<file path="src/rtl/hash_front_pkg.sv">
package hash_front_pkg;

    localparam int unsigned WORD_W = 32;

    // Fixed register map (the neighbouring software decodes these)
    localparam int unsigned REG_NAME0   = 'h00;
    localparam int unsigned REG_NAME1   = 'h01;
    localparam int unsigned REG_VERSION = 'h02;
    localparam int unsigned REG_CTRL    = 'h08;
    localparam int unsigned REG_STATUS  = 'h09;

    // Control and status bit positions
    localparam int unsigned CTRL_INIT_BIT = 0;
    localparam int unsigned CTRL_NEXT_BIT = 1;
    localparam int unsigned CTRL_MODE_LO  = 2;
    localparam int unsigned STAT_IDLE_BIT = 0;
    localparam int unsigned STAT_AVAIL_BIT = 1;

    typedef enum logic [1:0] {
        VAR_T224 = 2'd0,
        VAR_T256 = 2'd1,
        VAR_384  = 2'd2,
        VAR_FULL = 2'd3
    } variant_e;

    typedef struct packed {
        logic     idle;
        logic     avail;
        variant_e mode;
        logic     init_p;
        logic     next_p;
    } cmd_state_t;

endpackage

</file>
<file path="src/rtl/hash_front_cmd.sv">
module hash_front_cmd
    import hash_front_pkg::*;
(
    input  logic     clk,
    input  logic     rst_n,
    input  logic     ctrl_wr,
    input  logic [3:0] ctrl_bits,
    input  logic     eng_done,
    output logic     idle,
    output logic     avail,
    output variant_e mode,
    output logic     init_p,
    output logic     next_p
);

    cmd_state_t state_d, state_q;

    always_comb begin
        state_d        = state_q;
        state_d.init_p = 1'b0;
        state_d.next_p = 1'b0;
        if (!state_q.idle) begin
            if (eng_done) begin
                state_d.idle  = 1'b1;
                state_d.avail = 1'b1;
            end
        end else if (ctrl_wr) begin
            state_d.mode = variant_e'(ctrl_bits[CTRL_MODE_LO +: 2]);
            if (ctrl_bits[CTRL_INIT_BIT]) begin
                state_d.init_p = 1'b1;
                state_d.idle   = 1'b0;
                state_d.avail  = 1'b0;
            end else if (ctrl_bits[CTRL_NEXT_BIT]) begin
                state_d.next_p = 1'b1;
                state_d.idle   = 1'b0;
                state_d.avail  = 1'b0;
            end
        end
    end

    always_ff @(posedge clk) begin
        if (!rst_n) begin
            state_q.idle   <= 1'b1;
            state_q.avail  <= 1'b0;
            state_q.mode   <= VAR_FULL;
            state_q.init_p <= 1'b0;
            state_q.next_p <= 1'b0;
        end else begin
            state_q <= state_d;
        end
    end

    assign idle   = state_q.idle;
    assign avail  = state_q.avail;
    assign mode   = state_q.mode;
    assign init_p = state_q.init_p;
    assign next_p = state_q.next_p;

endmodule

</file>
<file path="src/rtl/hash_front_blkbuf.sv">
module hash_front_blkbuf
    import hash_front_pkg::*;
#(
    parameter int unsigned WORDS = 32,
    localparam int unsigned IDX_W = $clog2(WORDS),
    localparam int unsigned BUF_W = WORDS * WORD_W
) (
    input  logic              clk,
    input  logic              rst_n,
    input  logic              wr_en,
    input  logic              accept,
    input  logic [IDX_W-1:0]  idx,
    input  logic [WORD_W-1:0] wdata,
    output logic [BUF_W-1:0]  words
);

    typedef struct packed {
        logic [BUF_W-1:0] bits;
    } buf_state_t;

    buf_state_t buf_d, buf_q;
    logic [WORDS-1:0] word_we;

    for (genvar g = 0; g < WORDS; g++) begin : g_we
        assign word_we[g] = wr_en && accept && (idx == IDX_W'(g));
    end

    always_comb begin
        buf_d = buf_q;
        for (int i = 0; i < int'(WORDS); i++) begin
            if (word_we[i]) begin
                buf_d.bits[(int'(WORDS) - 1 - i) * WORD_W +: WORD_W] = wdata;
            end
        end
    end

    always_ff @(posedge clk) begin
        if (!rst_n) begin
            buf_q <= '0;
        end else begin
            buf_q <= buf_d;
        end
    end

    assign words = buf_q.bits;

endmodule

</file>
<file path="src/rtl/hash_front_rdmux.sv">
module hash_front_rdmux
    import hash_front_pkg::*;
#(
    parameter int unsigned ADDR_W       = 8,
    parameter int unsigned BLOCK_WORDS  = 32,
    parameter int unsigned DIGEST_WORDS = 16,
    parameter logic [31:0] NAME0        = 32'h0,
    parameter logic [31:0] NAME1        = 32'h0,
    parameter logic [31:0] VERSION      = 32'h0,
    localparam int unsigned BLK_IDX_W   = $clog2(BLOCK_WORDS),
    localparam int unsigned DIG_IDX_W   = $clog2(DIGEST_WORDS)
) (
    input  logic                           clk,
    input  logic                           rst_n,
    input  logic                           rd_en,
    input  logic [ADDR_W-1:0]              addr,
    input  logic                           blk_hit,
    input  logic [BLK_IDX_W-1:0]           blk_idx,
    input  logic                           dig_hit,
    input  logic [DIG_IDX_W-1:0]           dig_idx,
    input  logic                           idle,
    input  logic                           avail,
    input  variant_e                       mode,
    input  logic [BLOCK_WORDS*WORD_W-1:0]  blk_words,
    input  logic [DIGEST_WORDS*WORD_W-1:0] dig_words,
    output logic [WORD_W-1:0]              rdata
);

    typedef struct packed {
        logic [WORD_W-1:0] data;
    } rd_state_t;

    rd_state_t rd_d, rd_q;
    logic [WORD_W-1:0] sel;

    always_comb begin
        sel = '0;
        if (blk_hit) begin
            sel = blk_words[(int'(BLOCK_WORDS) - 1 - int'(blk_idx)) * WORD_W +: WORD_W];
        end else if (dig_hit) begin
            if (avail) begin
                sel = dig_words[(int'(DIGEST_WORDS) - 1 - int'(dig_idx)) * WORD_W +: WORD_W];
            end
        end else if (addr == ADDR_W'(REG_NAME0)) begin
            sel = NAME0;
        end else if (addr == ADDR_W'(REG_NAME1)) begin
            sel = NAME1;
        end else if (addr == ADDR_W'(REG_VERSION)) begin
            sel = VERSION;
        end else if (addr == ADDR_W'(REG_CTRL)) begin
            sel = {{(WORD_W-4){1'b0}}, mode, 2'b00};
        end else if (addr == ADDR_W'(REG_STATUS)) begin
            sel = '0;
            sel[STAT_IDLE_BIT]  = idle;
            sel[STAT_AVAIL_BIT] = avail;
        end
    end

    always_comb begin
        rd_d = rd_q;
        if (rd_en) begin
            rd_d.data = sel;
        end
    end

    always_ff @(posedge clk) begin
        if (!rst_n) begin
            rd_q <= '0;
        end else begin
            rd_q <= rd_d;
        end
    end

    assign rdata = rd_q.data;

endmodule

</file>
<file path="src/rtl/hash_front.sv">
module hash_front
    import hash_front_pkg::*;
#(
    parameter int unsigned ADDR_W       = 8,
    parameter int unsigned BLOCK_WORDS  = 32,
    parameter int unsigned DIGEST_WORDS = 16,
    parameter int unsigned BLOCK_BASE   = 'h10,
    parameter int unsigned DIGEST_BASE  = 'h40,
    parameter logic [31:0] NAME0        = 32'h6861_7368,
    parameter logic [31:0] NAME1        = 32'h2d35_3132,
    parameter logic [31:0] VERSION      = 32'h3031_3030
) (
    input  logic                           clk,
    input  logic                           rst_n,
    input  logic                           cs,
    input  logic                           we,
    input  logic [ADDR_W-1:0]              addr,
    input  logic [31:0]                    wdata,
    output logic [31:0]                    rdata,
    output logic                           eng_init,
    output logic                           eng_next,
    output logic [1:0]                     eng_mode,
    output logic [BLOCK_WORDS*32-1:0]      eng_block,
    input  logic                           eng_done,
    input  logic [DIGEST_WORDS*32-1:0]     eng_digest
);

    localparam int unsigned BLK_IDX_W = $clog2(BLOCK_WORDS);
    localparam int unsigned DIG_IDX_W = $clog2(DIGEST_WORDS);
    localparam logic [ADDR_W-1:0] BLK_LO = ADDR_W'(BLOCK_BASE);
    localparam logic [ADDR_W-1:0] BLK_HI = ADDR_W'(BLOCK_BASE + BLOCK_WORDS);
    localparam logic [ADDR_W-1:0] DIG_LO = ADDR_W'(DIGEST_BASE);
    localparam logic [ADDR_W-1:0] DIG_HI = ADDR_W'(DIGEST_BASE + DIGEST_WORDS);

    logic                 wr_strobe, rd_strobe;
    logic                 blk_hit, dig_hit, ctrl_hit;
    logic [BLK_IDX_W-1:0] blk_idx;
    logic [DIG_IDX_W-1:0] dig_idx;
    logic                 st_idle, st_avail;
    variant_e             st_mode;

    assign wr_strobe = cs && we;
    assign rd_strobe = cs && !we;
    assign blk_hit   = (addr >= BLK_LO) && (addr < BLK_HI);
    assign dig_hit   = (addr >= DIG_LO) && (addr < DIG_HI);
    assign ctrl_hit  = (addr == ADDR_W'(REG_CTRL));
    assign blk_idx   = BLK_IDX_W'(addr - BLK_LO);
    assign dig_idx   = DIG_IDX_W'(addr - DIG_LO);

    hash_front_cmd u_cmd (
        .clk       (clk),
        .rst_n     (rst_n),
        .ctrl_wr   (wr_strobe && ctrl_hit),
        .ctrl_bits (wdata[3:0]),
        .eng_done  (eng_done),
        .idle      (st_idle),
        .avail     (st_avail),
        .mode      (st_mode),
        .init_p    (eng_init),
        .next_p    (eng_next)
    );

    hash_front_blkbuf #(
        .WORDS (BLOCK_WORDS)
    ) u_blkbuf (
        .clk    (clk),
        .rst_n  (rst_n),
        .wr_en  (wr_strobe && blk_hit),
        .accept (st_idle),
        .idx    (blk_idx),
        .wdata  (wdata),
        .words  (eng_block)
    );

    hash_front_rdmux #(
        .ADDR_W       (ADDR_W),
        .BLOCK_WORDS  (BLOCK_WORDS),
        .DIGEST_WORDS (DIGEST_WORDS),
        .NAME0        (NAME0),
        .NAME1        (NAME1),
        .VERSION      (VERSION)
    ) u_rdmux (
        .clk       (clk),
        .rst_n     (rst_n),
        .rd_en     (rd_strobe),
        .addr      (addr),
        .blk_hit   (blk_hit),
        .blk_idx   (blk_idx),
        .dig_hit   (dig_hit),
        .dig_idx   (dig_idx),
        .idle      (st_idle),
        .avail     (st_avail),
        .mode      (st_mode),
        .blk_words (eng_block),
        .dig_words (eng_digest),
        .rdata     (rdata)
    );

    assign eng_mode = st_mode;

endmodule

</file>
<file path="config.mk">
export PLATFORM = sky130hd
export DESIGN_NAME = hash_front
export DESIGN_NICKNAME = d
export VERILOG_FILES = /design/src/rtl/hash_front_pkg.sv /design/src/rtl/hash_front_cmd.sv /design/src/rtl/hash_front_blkbuf.sv /design/src/rtl/hash_front_rdmux.sv /design/src/rtl/hash_front.sv
export SDC_FILE = /design/constraint.sdc
export NUM_CORES = 2
export LEC_CHECK = 0
export ABC_AREA = 1
export BUFFER_PORTS_ARGS = -buffer_cell sky130_fd_sc_hd__buf_2
export CAP_MARGIN = 20
export CORE_AREA = 2 2 621 623
export CTS_BUF_LIST = sky130_fd_sc_hd__clkbuf_8
export DETAILED_ROUTE_END_ITERATION = 8
export DIE_AREA = 0 0 623 625
export PLACE_DENSITY_LB_ADDON = 0.25
export RECOVER_POWER = 50
export SYNTH_ARGS = -nofsm -noshare
export SYNTH_HDL_FRONTEND = slang
export SYNTH_SLANG_ARGS = --single-unit
</file>
<file path="constraint.sdc">
create_clock -name clk -period 1.75 [get_ports clk]
set_clock_uncertainty 0.15 [all_clocks]
set_input_delay 0 -clock clk [delete_from_list [all_inputs] [get_ports clk]]
set_output_delay 0 -clock clk [all_outputs]
set_load 0.05 [all_outputs]
</file>
==> flow_metrics.env <==
export IMPL_startpoint_type="flop"
export IMPL_synth_seq_area_share_pct=40.2
export IMPL_count_of_state_elements_after_synthesis=1062
export IMPL_num_cts_buffers=219
export IMPL_synth_distinct_cells=27
export IMPL_die_outline_area_um2=389000
export IMPL_synth_avg_cell_area_um2=6.03
export IMPL_p_sw_share_pct=31.0
export IMPL_clk_root_buffer_cell="sky130_fd_sc_hd__clkbuf_8"
export IMPL_worst_ir_drop_vdd_v=0.000542
export IMPL_grt_start_max_net_pins=102
export IMPL_synth_top_cells_by_area="sky130_fd_sc_hd__dfxtp_1 40%, sky130_fd_sc_hd__nand2_1 23%, sky130_fd_sc_hd__nor2_1 14%, sky130_fd_sc_hd__o21ai_0 10%, sky130_fd_sc_hd__a21oi_1 3.3%"
export IMPL_synthesis_yosys_warnings=0
export IMPL_synth_top_area_cell="sky130_fd_sc_hd__dfxtp_1"
export IMPL_floorplan_rows=228
export IMPL_final_cell_mix="3051 x sky130_fd_sc_hd__nand2_1, 1845 x sky130_fd_sc_hd__nor2_1, 1346 x sky130_fd_sc_hd__buf_2"
export IMPL_cts_tree="built"
export IMPL_via_count_of_the_first_global_routing_pass=70100
export IMPL_hold_viol=0
export IMPL_floorplan_die_width_um=623
export IMPL_port_buffers=1616
export IMPL_rsz0062_at_grt="yes"
export IMPL_max_cap_violations=0
export IMPL_yosys_area_share_adder_pct=0
export IMPL_power_clock_fraction_pct=46.2
export IMPL_combinationalPowerShare_pct=15.1
export IMPL_most_common_library_cell_in_the_layout_ignoring_fill_and_taps="sky130_fd_sc_hd__nand2_1"
export IMPL_areaGrowthSynthToFinish_pct=83.8
export IMPL_detail_route_wl_per_cell_um=30.0
export IMPL_cts_htree_levels=4
export IMPL_design_core_area_um2=384000
export IMPL_synth_simple_gate_area_share_pct=38.0
export IMPL_syn_instance_count=8768
export IMPL_clock_tree_buffer_depth=4
export IMPL_place_hpwl_mm=397
export IMPL_detail_route_first_pass_iterations=7
export IMPL_starting_density_pct=13.8
export IMPL_failing_checks="setup timing"
export IMPL_post_route_cells_drive_above_1_share_pct=34.3
export IMPL_synth_compound_gate_area_share_pct=14.6
export IMPL_design_portCount=1617
export IMPL_worst_hold_startpoint="addr[0]"
export IMPL_wl_mm=521
export IMPL_maximum_fanout_encountered_on_the_critical_timing_path=24
export IMPL_routed_via_density=4.24
export IMPL_p_sw_mw=19.4
export IMPL_arrival_ps=2820
export IMPL_number_of_antenna_violations_at_the_first_check_in_global_routing=123
export IMPL_holdCritPathClass="in2reg"
export IMPL_pwr_density_cell_nw_per_um2=646
export IMPL_via_count=73800
export IMPL_synth_top_cell_area_share_pct=40.2
export IMPL_final_worst_path_period_share_pct=119
export IMPL_worst_slew_margin_rel_pct=27.8
export IMPL_drt_drc_violations_left=0
export IMPL_gp_congestion=0.934
export IMPL_detail_route_iter0_violations=6717
export IMPL_p_int_mw=43.3
export IMPL_synth_xor_area_share_pct=0
export IMPL_gr_total_overflow=0
export IMPL_synth_enable_flop_cells=0
export IMPL_fin_tns_setup_ps=-311130
export IMPL_finalNetCount=12600
export IMPL_total_leakage_power_nw=48.3
export IMPL_tightest_slew_ps=1080
export IMPL_synth_top_family_by_area="simple AND/OR/NAND/NOR gates"
export IMPL_synth_async_sr_flop_share_pct=0
export IMPL_power_sequential_fraction_pct=38.7
export IMPL_crit_type="reg2reg"
export IMPL_synth_mux_area_fraction_pct=0
export IMPL_reg2reg_from="u_cmd.idle"
export IMPL_postLayoutCoreUtil_pct=25.3
export IMPL_outcome="finished, violations left"
export IMPL_final_max_slew_viol_count=0
export IMPL_flip_flop_cell_with_the_highest_count_after_synthesis="sky130_fd_sc_hd__dfxtp_1"
export IMPL_grt_pass1_wl_mm=658
export IMPL_clk_latency_ps=1100
export IMPL_worstSetupEndpointType="flop"
export IMPL_postRouteAntennaNets=0
export IMPL_final_critical_path_setup_slack_ps=-335
export IMPL_worst_ep_required_time_ps=2490
export IMPL_finalSetupViolations=2015
export IMPL_die_h_um=625
export IMPL_fmax_ghz=0.480
export IMPL_synth_fp_nets=9325
export IMPL_grtUsageTotal_pct=25.0
export IMPL_synthesis_area_um2=52800
export IMPL_finalCriticalPeriod_ps=2080
export IMPL_tritoncts_num_sinks=1062
export IMPL_timing_critical_path_from="u_cmd.idle"
export IMPL_worst_setup_hold_path_clk_slew_ps=60
final cells by class:
class / instances / area (um2)
Fill cell: 42900 / 287000
Timing Repair Buffer: 3781 / 33900
Multi-Input combinational cell: 6783 / 29300
Sequential cell: 1062 / 21800
Tap cell: 5060 / 6330
Clock buffer: 278 / 3830
Inverter: 231 / 953
Clock inverter: 103 / 757
Antenna cell: 104 / 260
critical path: stages, from the launching register on:
cell and delay [ps]:
sky130_fd_sc_hd__dfxtp_2 330, sky130_fd_sc_hd__inv_2 50, sky130_fd_sc_hd__nor3_4 230, sky130_fd_sc_hd__nand2_4 80
sky130_fd_sc_hd__buf_12 160, sky130_fd_sc_hd__buf_4 150, sky130_fd_sc_hd__buf_4 130, sky130_fd_sc_hd__nor2_4 170
sky130_fd_sc_hd__inv_2 100, sky130_fd_sc_hd__buf_12 180, sky130_fd_sc_hd__nor2_1 130, sky130_fd_sc_hd__nor2_1 50
flip-flops by register name, summed over array words and instances (netlist names):
| signal | cells |
|---|---|
| u_blkbuf.words | 1024 |
| u_rdmux.rdata | 32 |
| u_cmd.mode | 2 |
| u_cmd.avail | 1 |
| u_cmd.idle | 1 |
| u_cmd.init_p | 1 |
| u_cmd.next_p | 1 |
synth_stat cells (10+ instances only):
master	instances
sky130_fd_sc_hd__a21oi_1	346
sky130_fd_sc_hd__buf_1	88
sky130_fd_sc_hd__buf_2	233
sky130_fd_sc_hd__clkbuf_1	366
sky130_fd_sc_hd__dfxtp_1	1062
sky130_fd_sc_hd__inv_1	196
sky130_fd_sc_hd__inv_2	33
sky130_fd_sc_hd__nand2_1	3186
sky130_fd_sc_hd__nand3_1	44
sky130_fd_sc_hd__nand4_1	35
sky130_fd_sc_hd__nor2_1	1937
sky130_fd_sc_hd__nor2_2	10
sky130_fd_sc_hd__nor2_4	21
sky130_fd_sc_hd__o21ai_0	1083
sky130_fd_sc_hd__o21ai_1	109
power groups by stage:
stage | registers (mW) | clock network (mW) | logic (mW)
floorplan | 25.1 | 0 | 2.47
global placement | 24.9 | 0 | 7.87
detailed placement | 24.9 | 0 | 7.84
CTS | 24.3 | 29.5 | 9.37
global route | 24.2 | 30.4 | 9.89
finish | 24.3 | 29.0 | 9.48
cell families after synthesis:
family,Yosys count
flip-flops,1062
AO/OA/AOI/OAI,1540
AND/OR/NAND/NOR,5243
buffers and inverters,923
through the flow:
stage          cell area, um2  cells  setup slack [ps]  hold WS [ps]  power [mW]
6_report                97100  17400              -335          42.5        62.7
4_1_cts                 94300  17200              -356          7.61        63.1
5_1_grt                 97000  17400              -371          38.4        64.6
3_3_place_gp            78400  16200             -1120          82.9        32.7
3_5_place_dp            78400  16200             -1080          87.2        32.7
2_1_floorplan           52800   8768              51.7         -71.5        27.6
final timing paths:
kind	endpoint	slack, ps	cells past startpoint
max	u_blkbuf.words[59]	-330	11
min reg2reg	u_blkbuf.words[475]	310	2
min	u_rdmux.rdata[25]	40	11
max reg2reg	u_blkbuf.words[59]	-330	11
layer usage:
layer	up-vias	global-route usage (%)	part of all wire, %
li1	34200	-	-
met1	35500	29.3	39
met2	3278	42.1	47
met3	870	4.59	6.3
met4	20	15.5	7.2
met5	-	0	0.026
repair_timing:
action / 4_1_cts / 5_1_grt
hold endpoints to repair: 1062 / 45
setup endpoints to repair: 2076 / 2117
gates cloned: 5 / 39
pin swaps: 28 / 117
setup buffers: 108 / 36
gates resized for setup: 1517 / 521
hold buffers: 587 / 4
(Power assumes the default switching activity.)
